--- config.mk ---
export PLATFORM = sky130hd
export DESIGN_NAME = crc_engine
export DESIGN_NICKNAME = d
export VERILOG_FILES = /design/src/rtl/crc_pkg.sv /design/src/rtl/crc_lfsr.sv /design/src/rtl/crc_readback.sv /design/src/rtl/crc_engine.sv
export SDC_FILE = /design/constraint.sdc
export NUM_CORES = 1
export LEC_CHECK = 0
export BUFFER_PORTS_ARGS = -buffer_cell sky130_fd_sc_hd__buf_2
export CORE_ASPECT_RATIO = 2
export CORE_MARGIN = 4
export CORE_UTILIZATION = 60
export CTS_BUF_LIST = sky130_fd_sc_hd__clkbuf_16
export DETAILED_ROUTE_END_ITERATION = 8
export PLACE_DENSITY = 0.88
export SYNTH_ARGS = -nofsm -noshare
export SYNTH_HDL_FRONTEND = slang
export SYNTH_SLANG_ARGS = --single-unit
--- constraint.sdc ---
create_clock -name clk -period 2.4 [get_ports clk]
set_input_delay 0.24 -clock clk [delete_from_list [all_inputs] [get_ports clk]]
set_output_delay 0.24 -clock clk [all_outputs]
set_load 0.02 [all_outputs]
--- src/rtl/crc_pkg.sv ---
package crc_pkg;
  localparam int BYTE_W = 8;

  typedef enum logic [1:0] {
    REG_CTRL = 2'd0,
    REG_LFSR = 2'd1,
    REG_POLY = 2'd2,
    REG_SEED = 2'd3
  } crc_reg_e;
endpackage

--- src/rtl/crc_lfsr.sv ---
module crc_lfsr #(
  parameter int W      = 16,
  parameter int LANE_W = 1
) (
  input  logic              clk,
  input  logic              rst_n,
  input  logic              step,
  input  logic              din_bit,
  input  logic [W-2:0]      taps,
  input  logic              load,
  input  logic [LANE_W-1:0] load_lane,
  input  logic [7:0]        load_byte,
  output logic [W-1:0]      state,
  output logic [W-1:0]      state_nxt
);
  logic fb;

  always_comb begin
    fb        = state[W-1] ^ din_bit;
    state_nxt = {state[W-2:0], 1'b0};
    if (fb) state_nxt = state_nxt ^ {taps, 1'b1};
  end

  always_ff @(posedge clk or negedge rst_n) begin
    if (!rst_n)    state <= '0;
    else if (load) state[int'(load_lane)*8 +: 8] <= load_byte;
    else if (step) state <= state_nxt;
  end
endmodule

--- src/rtl/crc_readback.sv ---
module crc_readback import crc_pkg::*; #(
  parameter int BYTES  = 2,
  parameter int W      = 8*BYTES,
  parameter int LANE_W = 1
) (
  input  logic              clk,
  input  logic              rst_n,
  input  logic              rd,
  input  logic [1:0]        sel,
  input  logic [LANE_W-1:0] lane,
  input  logic              en,
  input  logic [W-1:0]      lfsr,
  input  logic [W-1:0]      poly,
  output logic [7:0]        rdata
);
  logic [7:0] shadow [BYTES];
  logic [7:0] rd_byte;

  for (genvar g = 0; g < BYTES; g++) begin : g_shadow
    logic hit;
    assign hit = rd && (lane == LANE_W'(g));
    always_ff @(posedge clk or negedge rst_n) begin
      if (!rst_n)                          shadow[g] <= '0;
      else if (hit && sel == REG_LFSR && !en) shadow[g] <= lfsr[g*8 +: 8];
      else if (hit && sel == REG_SEED)     shadow[g] <= '0;
    end
  end

  always_comb begin
    rd_byte = '0;
    case (sel)
      REG_CTRL: rd_byte = {7'b0, en};
      REG_LFSR: rd_byte = '0;
      REG_POLY: rd_byte = poly[int'(lane)*8 +: 8];
      REG_SEED: rd_byte = shadow[lane];
      default:  rd_byte = '0;
    endcase
  end

  always_ff @(posedge clk or negedge rst_n) begin
    if (!rst_n)  rdata <= '0;
    else if (rd) rdata <= rd_byte;
    else         rdata <= '0;
  end
endmodule

--- src/rtl/crc_engine.sv ---
module crc_engine import crc_pkg::*; #(
  parameter  int BYTES  = 2,
  localparam int W      = BYTE_W*BYTES,
  localparam int LANE_W = (BYTES > 1) ? $clog2(BYTES) : 1
) (
  input  logic              clk,
  input  logic              rst_n,
  input  logic              bus_wr,
  input  logic              bus_rd,
  input  logic [1:0]        bus_sel,
  input  logic [LANE_W-1:0] bus_lane,
  input  logic [7:0]        bus_wdata,
  output logic [7:0]        bus_rdata,
  input  logic              din_valid,
  output logic              din_ready,
  input  logic              din_bit,
  output logic              sout,
  output logic              irq
);
  logic         en_q;
  logic [W-1:0] poly_q;
  logic [W-1:0] seed_q;
  logic [W-1:0] lfsr_q;
  logic [W-1:0] lfsr_nxt;
  logic         irq_q;
  logic         step;
  logic         seed_wr;

  assign step      = din_valid && en_q;
  assign seed_wr   = bus_wr && (bus_sel == REG_SEED);
  assign din_ready = en_q;
  assign sout      = en_q & lfsr_q[W-1];
  assign irq       = irq_q;

  always_ff @(posedge clk or negedge rst_n) begin
    if (!rst_n)                              en_q <= 1'b0;
    else if (bus_wr && bus_sel == REG_CTRL)  en_q <= bus_wdata[0];
  end

  for (genvar g = 0; g < BYTES; g++) begin : g_lane
    logic lane_hit;
    assign lane_hit = bus_wr && (bus_lane == LANE_W'(g));
    always_ff @(posedge clk or negedge rst_n) begin
      if (!rst_n) begin
        poly_q[g*8 +: 8] <= '0;
        seed_q[g*8 +: 8] <= '0;
      end else begin
        if (lane_hit && bus_sel == REG_POLY) poly_q[g*8 +: 8] <= bus_wdata;
        if (lane_hit && bus_sel == REG_SEED) seed_q[g*8 +: 8] <= bus_wdata;
      end
    end
  end

  crc_lfsr #(.W(W), .LANE_W(LANE_W)) u_lfsr (
    .clk       (clk),
    .rst_n     (rst_n),
    .step      (step),
    .din_bit   (din_bit),
    .taps      (poly_q[W-2:0]),
    .load      (seed_wr && !en_q),
    .load_lane (bus_lane),
    .load_byte (bus_wdata),
    .state     (lfsr_q),
    .state_nxt (lfsr_nxt)
  );

  always_ff @(posedge clk or negedge rst_n) begin
    if (!rst_n) irq_q <= 1'b0;
    else        irq_q <= step && (lfsr_nxt == seed_q);
  end

  crc_readback #(.BYTES(BYTES), .W(W), .LANE_W(LANE_W)) u_rb (
    .clk   (clk),
    .rst_n (rst_n),
    .rd    (bus_rd),
    .sel   (bus_sel),
    .lane  (bus_lane),
    .en    (en_q),
    .lfsr  (lfsr_q),
    .poly  (poly_q),
    .rdata (bus_rdata)
  );
endmodule

### Word level (Yosys, flattened, before mapping)

Cells that the tools add are included.

* bits in registers: 74
* logic and storage cells: 61
* output and inout bits: 11
* bits of input ports: 17

* multiplexer cells: 13
* add/sub/neg operators: 1
* reduce and logical (&&, ||, !) cells: 24
* eq/ne operators: 4
* magnitude comparators: 1
* shift operators: 3
* bitwise logic cells: 5

Operators with widths (number)
* 8-bit 2-to-1 mux: 8
* 16-bit 2-to-1 mux: 3
* 4-bit negation with 33-bit output: 1
* 8-bit by 33-bit variable shift with 16-bit output, first input constant: 1
* 8-bit by 33-bit indexed part select with 16-bit output: 1
* 8-bit one-hot mux with 4 select lines: 1
* 1-bit logical AND: 19
* 16-bit bitwise mux: 1
* 16-bit equality test: 1
* 16-bit by 5-bit indexed part select with 8-bit output: 1
* 16-bit XOR: 1
* 2-bit nonzero test: 3
* 2-bit equality test, second input constant: 2
* 2-bit by 1-bit equality test with 1-bit output, second input constant: 1
* 2-bit >= comparator, second input constant: 1
* 2-bit logical NOT: 1
* 1-bit NOT with 2-bit output: 1
* 1-bit AND: 1
* 1-bit logical NOT: 1
* 1-bit NOT: 1
* 1-bit XOR: 1

### Longest topological paths before layout

Gate-level depths: netlist of run 1.

* depth after elaboration: 6
* mapped depth: 8
* gate-level depth less buffers: 6

### Hierarchy

A second synthesis of run 1 with hierarchy kept.

* cells, all modules: 288
* area total of the unflattened synthesis: 3583.4 µm²

Modules (own cells, without submodules)
* crc_engine: cells each 101, seq. area each 850.8 µm², instances 1, area an instance 1466.4 µm²
* crc_readback: cells each 85, seq. area each 600.6 µm², instances 1, area an instance 1102.3 µm²
* crc_lfsr: cells each 102, seq. area each 400.4 µm², instances 1, area an instance 1014.7 µm²

### Worst setup path before layout of run 1

OpenSTA, ideal clock, no wires.

* kind: reg-to-reg
* start: reg u_lfsr.state[15]
* end: reg irq_q (netlist: irq)
* period minus slack after synthesis: 1805 ps
* arrival time: 1710 ps
* setup time: 96 ps
* data required time: 2304 ps
* path slack: 595 ps
* cell stages (with the launch flop): 9
* path buffers: 2
* cell sequence: dfrtp_1 -> xor2_1 -> buf_4 -> buf_2 -> nand2_1 -> xnor2_1 -> xnor2_1 -> nand4_1 -> nor4_2

* cells in the longest elaborated chain, start to end: 4

RTL lines
* start: declaration: line crc_lfsr.sv:13 `output logic [W-1:0] state,`
* start signal: indexed assignment: line crc_lfsr.sv:26 `else if (load) state[int'(load_lane)*8 +: 8] <= load_byte;`
* start signal: assignment: line crc_lfsr.sv:27 `else if (step) state <= state_nxt;`
* 1-bit XOR: line crc_lfsr.sv:19 `fb = state[W-1] ^ din_bit;`
* 16-bit 2-to-1 mux: line crc_lfsr.sv:21 `if (fb) state_nxt = state_nxt ^ {taps, 1'b1};`
* 16-bit equality test: line crc_engine.sv:69 `else irq_q <= step && (lfsr_nxt == seed_q);`
* 1-bit logical AND: line crc_engine.sv:69
* end signal: assignment: line crc_engine.sv:69
* end: declaration: line crc_engine.sv:25 `logic irq_q;`

No other way between the ends.
A chain may end at the register's enable or synchronous reset.

### Worst setup path after layout of run 1

Same ends and word-level chain as after synthesis.

==> metrics.txt, run 1 <==
status finished, final reports clean; post-DR wirelength/cell 22.5 um; postcts setup bufs 0; antenna violations before repair 0; Fin Hold WS 0.183 ns; Yosys top cell by area dfrtp_1; Data arrival, critical path 2.30 ns; Die W 63.5 um; setup violators final 0; sequential share of the synthesized area 50.0%; Cells after Synth 322; Tcrit/Tclk final 86.0%; Final Wtd Congestion 0.951; unrepaired setup endpoints after global routing false; global-route wire length before repair 15500 um; #FFs+latches synth 74; post-CTS sizing 0; Ys Warns 0; Sum Neg Setup Slack 0 ns; H-tree depth 3; min Tclk post-route 2.06 ns; CTS Buf Count 9; Fillers 427; die height 119 um; most numerous cell in the Yosys netlist dfrtp_1; Slew Limit Fails 0; Total Nets Final 378; vias in the first global route 2999; initial core utilization 61.6%; Static Leak 0.00194 uW; final wirelength 9640 um; largest net degree at the start of global routing 49; Non-Filler Instances 428; Setup WS post-layout 0.336 ns; Ports 28; Main synth FF type dfrtp_1; Post-route DRC 0; Place WS 0.365 ns; Post-synth top cells dfrtp_1 (74), mux2_2 (34), nand2_1 (28); fraction of registers with async set/reset 100%; Setup crit start kind register; final number of hold-violating endpoints 0; first drt pass iteration count 4; worst rel slew slack 57.4%; hpwl dp 6830 um; Synth-to-Final Area Change 15.1%; CTS root buf clkbuf_16; die area 7570 um^2; Post-synth EDFFs 0; Overflow after GRT 0; synthesized cell area 3700 um^2; reg2reg setup slack 0.34 ns; max-cap viol count 0; hold_buf cts 1; PortBufs 27; Max Buffers Root-to-Sink 2; post-route ant nets 0; top-area cell type share of the netlist area 50.0%; Vias 2838; CORE AREA 6010 um^2; Worst EP required 2.63 ns; WS Path Type reg -> reg; CP Max Fanout 10; drt initial violations 280; mean cell area of the mapped netlist 11.5 um^2; Max Freq 0.484 GHz; CP Capture Type register; Sinks on Clock Net 74; Unique masters post-synth 48; worst slew pin tran 0.639 ns; hold crit path type in -> reg; Tot Pwr 4560 uW; diode count 0; Area contributors post-synth dfrtp_1 (50%), mux2_2 (10%), xor2_1 (5.7%); via/cell ratio 6.63; CTS clk-pin slew, worst paths 0.05 ns; skew final 0.00690 ns; CTS tree yes; layout cells sized above 1 26.3%; Max VDD drop 0.624 mV; later-pin clock latency in the skew report 0.34 ns; Total Routing Usage GR 27.6%; Mapped Nets 339; cell row count 40; dpl cells 412; power density cells 1070 nW/um^2
## worst max-delay path, cell delays in order, from the launching register on
cell and delay [ns]:
dfrtp_1 0.43, xor2_1 0.23, buf_4 0.23, nand2_1 0.14, o21ai_0 0.19, a21oi_1 0.07, or4_1 0.52, nor4_2 0.15
## per-layer routing
layer	GRT usage, %	vias up	part of all wire, %
met5	0	-	0
met4	18.9	0	5.2
met3	5.94	31	5.1
met2	46.9	114	54
met1	29.8	1421	36
li1	-	1272	-
## cell usage in the layout, fill, tap and decap left out, types with 9 or more instances in the layout
master / netlist / final
buf_4: 1 / 13
nor2_1: 17 / 17
o21ai_0: 11 / 11
xor2_1: 24 / 24
clkbuf_16: 0 / 9
mux2i_1: 15 / 15
buf_2: 3 / 27
nand2_1: 28 / 28
dfrtp_1: 74 / 74
a221o_1: 9 / 9
mux2_2: 34 / 34
a22o_1: 16 / 16
## through the flow
| step | util [%] | area (um^2) |
|---|---|---|
| after floorplan | - | 3700 |
| after global placement | 66.2 | 3970 |
| after detailed placement | 66.2 | 3970 |
| after CTS | 70.9 | 4260 |
| after global routing | 70.9 | 4260 |
| final | 70.9 | 4260 |
## path summary, 6_finish.rpt
| path | start | endpoint | cells past startpoint |
|---|---|---|---|
| setup / recovery | u_lfsr.state[15]$_DFFE_PN0P_ | irq$_DFF_PN0_ | 7 |
| hold / removal | bus_wdata[1] | u_lfsr.state[9]$_DFFE_PN0P_ | 3 |
| setup reg to reg | u_lfsr.state[15]$_DFFE_PN0P_ | irq$_DFF_PN0_ | 7 |
| hold reg to reg | u_rb.shadow[8]$_DFFE_PN0P_ | u_rb.shadow[8]$_DFFE_PN0P_ | 1 |
| max in group asynchronous | rst_n | seed_q[2]$_DFFE_PN0P_ | 3 |
| min in group asynchronous | rst_n | u_rb.rdata[7]$_DFF_PN0_ | 2 |
## report_power, final
group | total, uW | leakage, uW | internal (uW) | switching (uW)
combinational | 1340 | 0.000857 | 644 | 696
sequential | 1970 | 0.000938 | 1560 | 416
clock | 1250 | 0.000145 | 782 | 468
total | 4560 | 0.00194 | 2980 | 1580
## state kept, by name, indices dropped and copies added, names as in the netlist
signal,flops
u_rb.rdata,8
u_lfsr.state,16
poly_q,16
din_ready,1
u_rb.shadow,16
irq,1
seed_q,16
## cell families after synthesis
group                  share of synthesized area, %
AND/OR/NAND/NOR                                12.0
flip-flops                                     50.0
AO/OA/AOI/OAI                                  14.4
multiplexers                                   14.4
XOR/XNOR                                       7.33
buffers and inverters                          1.82
## area by class of cell
class,count,area (um^2),area share [%]
clock inverters,6,51.3,1.20
flip-flops and latches,74,1850,43.5
repair buffers,42,263,6.17
multi-input cells,232,1780,41.9
well taps,63,78.8,1.85
inverters,2,7.51,0.176
clock buffers,9,225,5.29
Power figures use the tool's default switching activity.
==> run 2: changes to the inputs <==
CTS_BUF_LIST = unset   (was sky130_fd_sc_hd__clkbuf_16)
==> metrics.txt, run 2 (synthesized netlist as in run 1, its figures left out) <==
worst slew pin tran 0.629 ns (was 0.639 ns); Ports 28 (unchanged); status finished, final reports clean (unchanged); max-cap viol count 0 (unchanged); later-pin clock latency in the skew report 0.33 ns (was 0.34 ns); PortBufs 27 (unchanged); CP Max Fanout 10 (unchanged); H-tree depth 3 (unchanged); layout cells sized above 1 26.6% (was 26.3%); skew final 0.00550 ns (was 0.00690 ns); Max Buffers Root-to-Sink 2 (unchanged); final wirelength 9480 um (was 9640 um); diode count 0 (unchanged); unrepaired setup endpoints after global routing false (unchanged); power density cells 1080 nW/um^2 (was 1070 nW/um^2); CP Buf/Inv Count 1 (unchanged); post-route ant nets 0 (unchanged); family with the most delay on the worst path simple AND/OR/NAND/NOR gates (unchanged); min Tclk post-route 2.06 ns (about the same); Total Nets Final 378 (unchanged); Setup crit start kind register (unchanged); met1 GRT Util 29.4% (was 29.8%); Total Routing Usage GR 27.4% (was 27.6%); Sinks on Clock Net 74 (unchanged); antenna violations before repair 0 (unchanged); cell row count 40 (unchanged); most frequent cells in the layout dfrtp_1 (74), mux2_2 (34), nand2_1 (28), buf_2 (27), xor2_1 (24) (unchanged); Overflow after GRT 0 (unchanged); setup violators final 0 (unchanged); die area 7570 um^2 (unchanged); Fin Hold WS 0.186 ns (was 0.183 ns); Crit-path slowest cell or4_1 (unchanged); CTS Buf Count 9 (unchanged); CORE AREA 6010 um^2 (unchanged); CP max stage delay 0.52 ns (about the same); Post-route DRC 0 (unchanged); Static Leak 0.00194 uW (about the same); CP Capture Type register (unchanged); final number of hold-violating endpoints 0 (unchanged); Vias 2876 (was 2838); Final Wtd Congestion 0.951 (unchanged); initial core utilization 61.6% (unchanged); worst rel slew slack 58.1% (was 57.4%); met3 usage in global routing 5.75% (was 5.94%); vias in the first global route 3018 (was 2999); Sum Neg Setup Slack 0 ns (unchanged); Die W 63.5 um (unchanged); CTS tree yes (unchanged); drt initial violations 266 (was 280); Slew Limit Fails 0 (unchanged); WS Path Type reg -> reg (unchanged); CTS root buf clkbuf_16 (unchanged); Worst EP required 2.63 ns (about the same); post-DR wirelength/cell 22.2 um (was 22.5 um); Top Usage Layer GRT met2 (unchanged); final core utilization 71.1% (was 70.9%); largest net degree at the start of global routing 49 (unchanged); die height 119 um (unchanged); GR met2 Demand/Resource 45.8% (was 46.9%); hold crit path type in -> reg (unchanged); global-route wire length before repair 15400 um (was 15500 um); most common cell after layout, fill and taps aside dfrtp_1 (unchanged); CTS clk-pin slew, worst paths 0.05 ns (about the same); post-CTS sizing 0 (unchanged); Max VDD drop 0.625 mV (was 0.624 mV); Max Freq 0.485 GHz (was 0.484 GHz); hpwl dp 6830 um (unchanged); Data arrival, critical path 2.30 ns (about the same); Tcrit/Tclk final 86.0% (about the same); first drt pass iteration count 5 (was 4); crit path cell chain xor2_1 > buf_4 > nand2_1 > o21ai_0 > a21oi_1 > or4_1 > nor4_2 (unchanged); Synth-to-Final Area Change 15.3% (was 15.1%); via/cell ratio 6.72 (was 6.63)
## run 2: timing repair
action | 4_1_cts | 5_1_grt
hold endpoints to repair | 26 | 0
buffers inserted | 0 | 0
hold buffers | 1 | 0
## run 2: power breakdown
group / total, uW / internal [uW] / switching, uW
Clock: 1290 / 823 / 466
Combinational: 1340 / 644 / 697
Sequential: 1970 / 1560 / 414
## run 2: final cells by class
cell class | count | area (um^2)
clock buffer | 12 | 246
inverter | 2 | 7.51
clock inverter | 3 | 40.0
fill | 426 | 1740
tap | 63 | 78.8
timing repair buffer | 42 | 263
multi-input combinational | 232 | 1780
sequential | 74 | 1850
## run 2: per-stage QoR
| step | std cells | total power, uW | setup WS [ns] | instance area (um^2) |
|---|---|---|---|---|
| 6_report | 428 | 4600 | 0.337 | 4270 |
| 2_1_floorplan | 322 | 2850 | 0.595 | 3700 |
| 3_3_place_gp | 412 | 3230 | 0.471 | 3970 |
| 4_1_cts | 428 | 4600 | 0.346 | 4270 |
| 3_5_place_dp | 412 | 3280 | 0.365 | 3970 |
| 5_1_grt | 428 | 4840 | 0.138 | 4270 |
## run 2: metal layers
| metal | part of all wire (%) | vias to the layer above | wire (um) |
|---|---|---|---|
| met2 | 52 | 125 | 4910 |
| li1 | - | 1277 | - |
| met5 | 0 | - | 0 |
| met3 | 5.5 | 37 | 519 |
| met1 | 36 | 1437 | 3410 |
| met4 | 6.8 | 0 | 648 |
## run 2: worst paths after layout
kind | start | end | slack (ns) | cells past startpoint
worst max-delay path | u_lfsr.state[15]$_DFFE_PN0P_ | irq$_DFF_PN0_ | 0.34 | 7
worst min-delay path | bus_wdata[1] | u_lfsr.state[9]$_DFFE_PN0P_ | 0.19 | 3
worst max register to register | u_lfsr.state[15]$_DFFE_PN0P_ | irq$_DFF_PN0_ | 0.34 | 7
worst min register to register | u_rb.shadow[8]$_DFFE_PN0P_ | u_rb.shadow[8]$_DFFE_PN0P_ | 0.50 | 1
max in group asynchronous | rst_n | seed_q[2]$_DFFE_PN0P_ | 1.27 | 3
min in group asynchronous | rst_n | u_rb.rdata[7]$_DFF_PN0_ | 0.46 | 2
## run 2: worst register-to-register path, cell delays in order, from the launching register on
cell	delay (ns)
dfrtp_1	0.43
xor2_1	0.23
buf_4	0.23
nand2_1	0.15
o21ai_0	0.19
a21oi_1	0.07
or4_1	0.52
nor4_2	0.15
==> run 3: changes to the inputs <==
PLACE_DENSITY = 0.8   (was 0.88)
==> metrics.txt, run 3 (synthesized netlist as in run 1, its figures left out) <==
Sinks on Clock Net 74 (unchanged); Total Routing Usage GR 27.0% (was 27.4%); Static Leak 0.00195 uW (was 0.00194 uW); Max Buffers Root-to-Sink 2 (unchanged); Net Switching 1580 uW (about the same); unrepaired setup endpoints after global routing false (unchanged); max-cap viol count 0 (unchanged); antenna violations before repair 0 (unchanged); via/cell ratio 6.56 (was 6.72); postcts setup bufs 0 (unchanged); layout cells sized above 1 26.9% (was 26.6%); CORE AREA 6010 um^2 (unchanged); hold_buf cts 0 (was 1); worst slew pin tran 0.913 ns (was 0.629 ns); post-DR wirelength/cell 22.1 um (was 22.2 um); Final Wtd Congestion 0.975 (was 0.951); CTS Buf Count 9 (unchanged); CP Capture Type register (unchanged); Sequential Power Share 40.7% (was 42.8%); post-CTS sizing 0 (unchanged); Die W 63.5 um (unchanged); Synth-to-Final Area Change 16.4% (was 15.3%); setup violators final 0 (unchanged); first drt pass iteration count 5 (unchanged); Ports 28 (unchanged); vias in the first global route 2846 (was 3018); Total Nets Final 376 (was 378); clock share of power 32.3% (was 28.0%); min Tclk post-route 2.12 ns (was 2.06 ns); Sum Neg Setup Slack 0 ns (unchanged); post-route ant nets 0 (unchanged); WS Path Type reg -> reg (unchanged); Fillers 440 (was 426); Setup WS post-layout 0.282 ns (was 0.337 ns); Vias 2800 (was 2876); Tcrit/Tclk final 88.2% (was 86.0%); Place WS 0.350 ns (was 0.365 ns); worst rel slew slack 39.1% (was 58.1%); PortBufs 27 (unchanged); Max VDD drop 0.715 mV (was 0.625 mV); Slew Limit Fails 0 (unchanged); cell row count 40 (unchanged); Worst EP required 2.64 ns (was 2.63 ns); CTS root buf clkbuf_16 (unchanged); power density cells 1120 nW/um^2 (was 1080 nW/um^2); die area 7570 um^2 (unchanged); CTS clk-pin slew, worst paths 0.06 ns (was 0.05 ns); final number of hold-violating endpoints 0 (unchanged); initial core utilization 61.6% (unchanged); skew final 0.00617 ns (was 0.00550 ns); combinational power share 27.0% (was 29.1%); most frequent cells in the layout dfrtp_1 (74), mux2_2 (34), nand2_1 (28), buf_2 (26), xor2_1 (24) (was dfrtp_1 (74), mux2_2 (34), nand2_1 (28), buf_2 (27), xor2_1 (24)); status finished, final reports clean (unchanged); Net Sw Frac 32.6% (was 34.3%); hold crit path type in -> async (was in -> reg); crit path cell chain xor2_1 > buf_4 > nand2_1 > o21ai_0 > a21oi_1 > or4_1 > nor4_2 (unchanged); CTS tree yes (unchanged); drt initial violations 270 (was 266); most common cell after layout, fill and taps aside dfrtp_1 (unchanged); later-pin clock latency in the skew report 0.34 ns (was 0.33 ns); internal cell power 3270 uW (was 3020 uW); CP max stage delay 0.54 ns (was 0.52 ns); global-route wire length before repair 15100 um (was 15400 um); H-tree depth 3 (unchanged); Overflow after GRT 0 (unchanged); final wirelength 9440 um (was 9480 um); CP Max Fanout 17 (was 10); Data arrival, critical path 2.36 ns (was 2.30 ns); Post-route DRC 0 (unchanged); Crit-path slowest cell or4_1 (unchanged); die height 119 um (unchanged); largest net degree at the start of global routing 75 (was 49); Setup crit start kind register (unchanged); hpwl dp 6730 um (was 6830 um); Max Freq 0.472 GHz (was 0.485 GHz); diode count 0 (unchanged)
[run 3: cell type report]
type	count	area (um^2)	share of cell area, %
sequential	74	1850	43.0
multi-input combinational	232	1780	41.4
clock buffer	12	256	5.95
timing repair buffer	40	235	5.46
clock inverter	4	97.6	2.26
tap	63	78.8	1.83
inverter	2	7.51	0.174
[run 3: path summary, 6_finish.rpt]
| kind | startpoint | end | slack (ns) | depth (start not counted) |
|---|---|---|---|---|
| max in group asynchronous | rst_n | seed_q[9]$_DFFE_PN0P_ | 1.77 | 1 |
| min in group clk | bus_wdata[1] | u_lfsr.state[9]$_DFFE_PN0P_ | 0.19 | 3 |
| worst min-delay path | rst_n | u_rb.rdata[5]$_DFF_PN0_ | 0.03 | 1 |
| worst min register to register | u_rb.shadow[12]$_DFFE_PN0P_ | u_rb.shadow[12]$_DFFE_PN0P_ | 0.51 | 1 |
| worst max register to register | u_lfsr.state[15]$_DFFE_PN0P_ | irq$_DFF_PN0_ | 0.28 | 7 |
| worst max-delay path | u_lfsr.state[15]$_DFFE_PN0P_ | irq$_DFF_PN0_ | 0.28 | 7 |
[run 3: worst max-delay path: cells and delay by family (launching register included)]
kind / cells / cell delay, ns
xor+xnor: 1 / 0.20
flops: 1 / 0.43
buf+inv: 1 / 0.25
compound gates: 2 / 0.26
simple gates: 3 / 0.87
[run 3: power groups by stage]
stage	registers [uW]	clock network, uW	logic [uW]
final	1970	1560	1310
after global routing	2010	1650	1430
after CTS	1960	1580	1300
after detailed placement	1980	0	1290
after global placement	1960	0	1260
after floorplan	1820	0	1020
[run 3: metrics by stage]
step / instance area (um^2) / std cells / hold slack [ns] / util [%] / power (uW)
after floorplan: 3700 / 322 / -0.0556 / - / 2850
after global placement: 3960 / 411 / 0.419 / 65.9 / 3230
after detailed placement: 3960 / 411 / 0.426 / 65.9 / 3270
after CTS: 4310 / 427 / 0.0720 / 71.8 / 4840
after global routing: 4310 / 427 / 0.102 / 71.8 / 5080
final: 4310 / 427 / 0.0265 / 71.8 / 4840
[run 3: per-layer routing]
metal | GRT usage, % | up-vias | share of wire [%]
met5 | 0 | - | 0
met4 | 14.5 | 0 | 4.2
met3 | 6.32 | 27 | 4.8
met2 | 46.9 | 100 | 53
met1 | 29.7 | 1409 | 38
li1 | - | 1264 | -
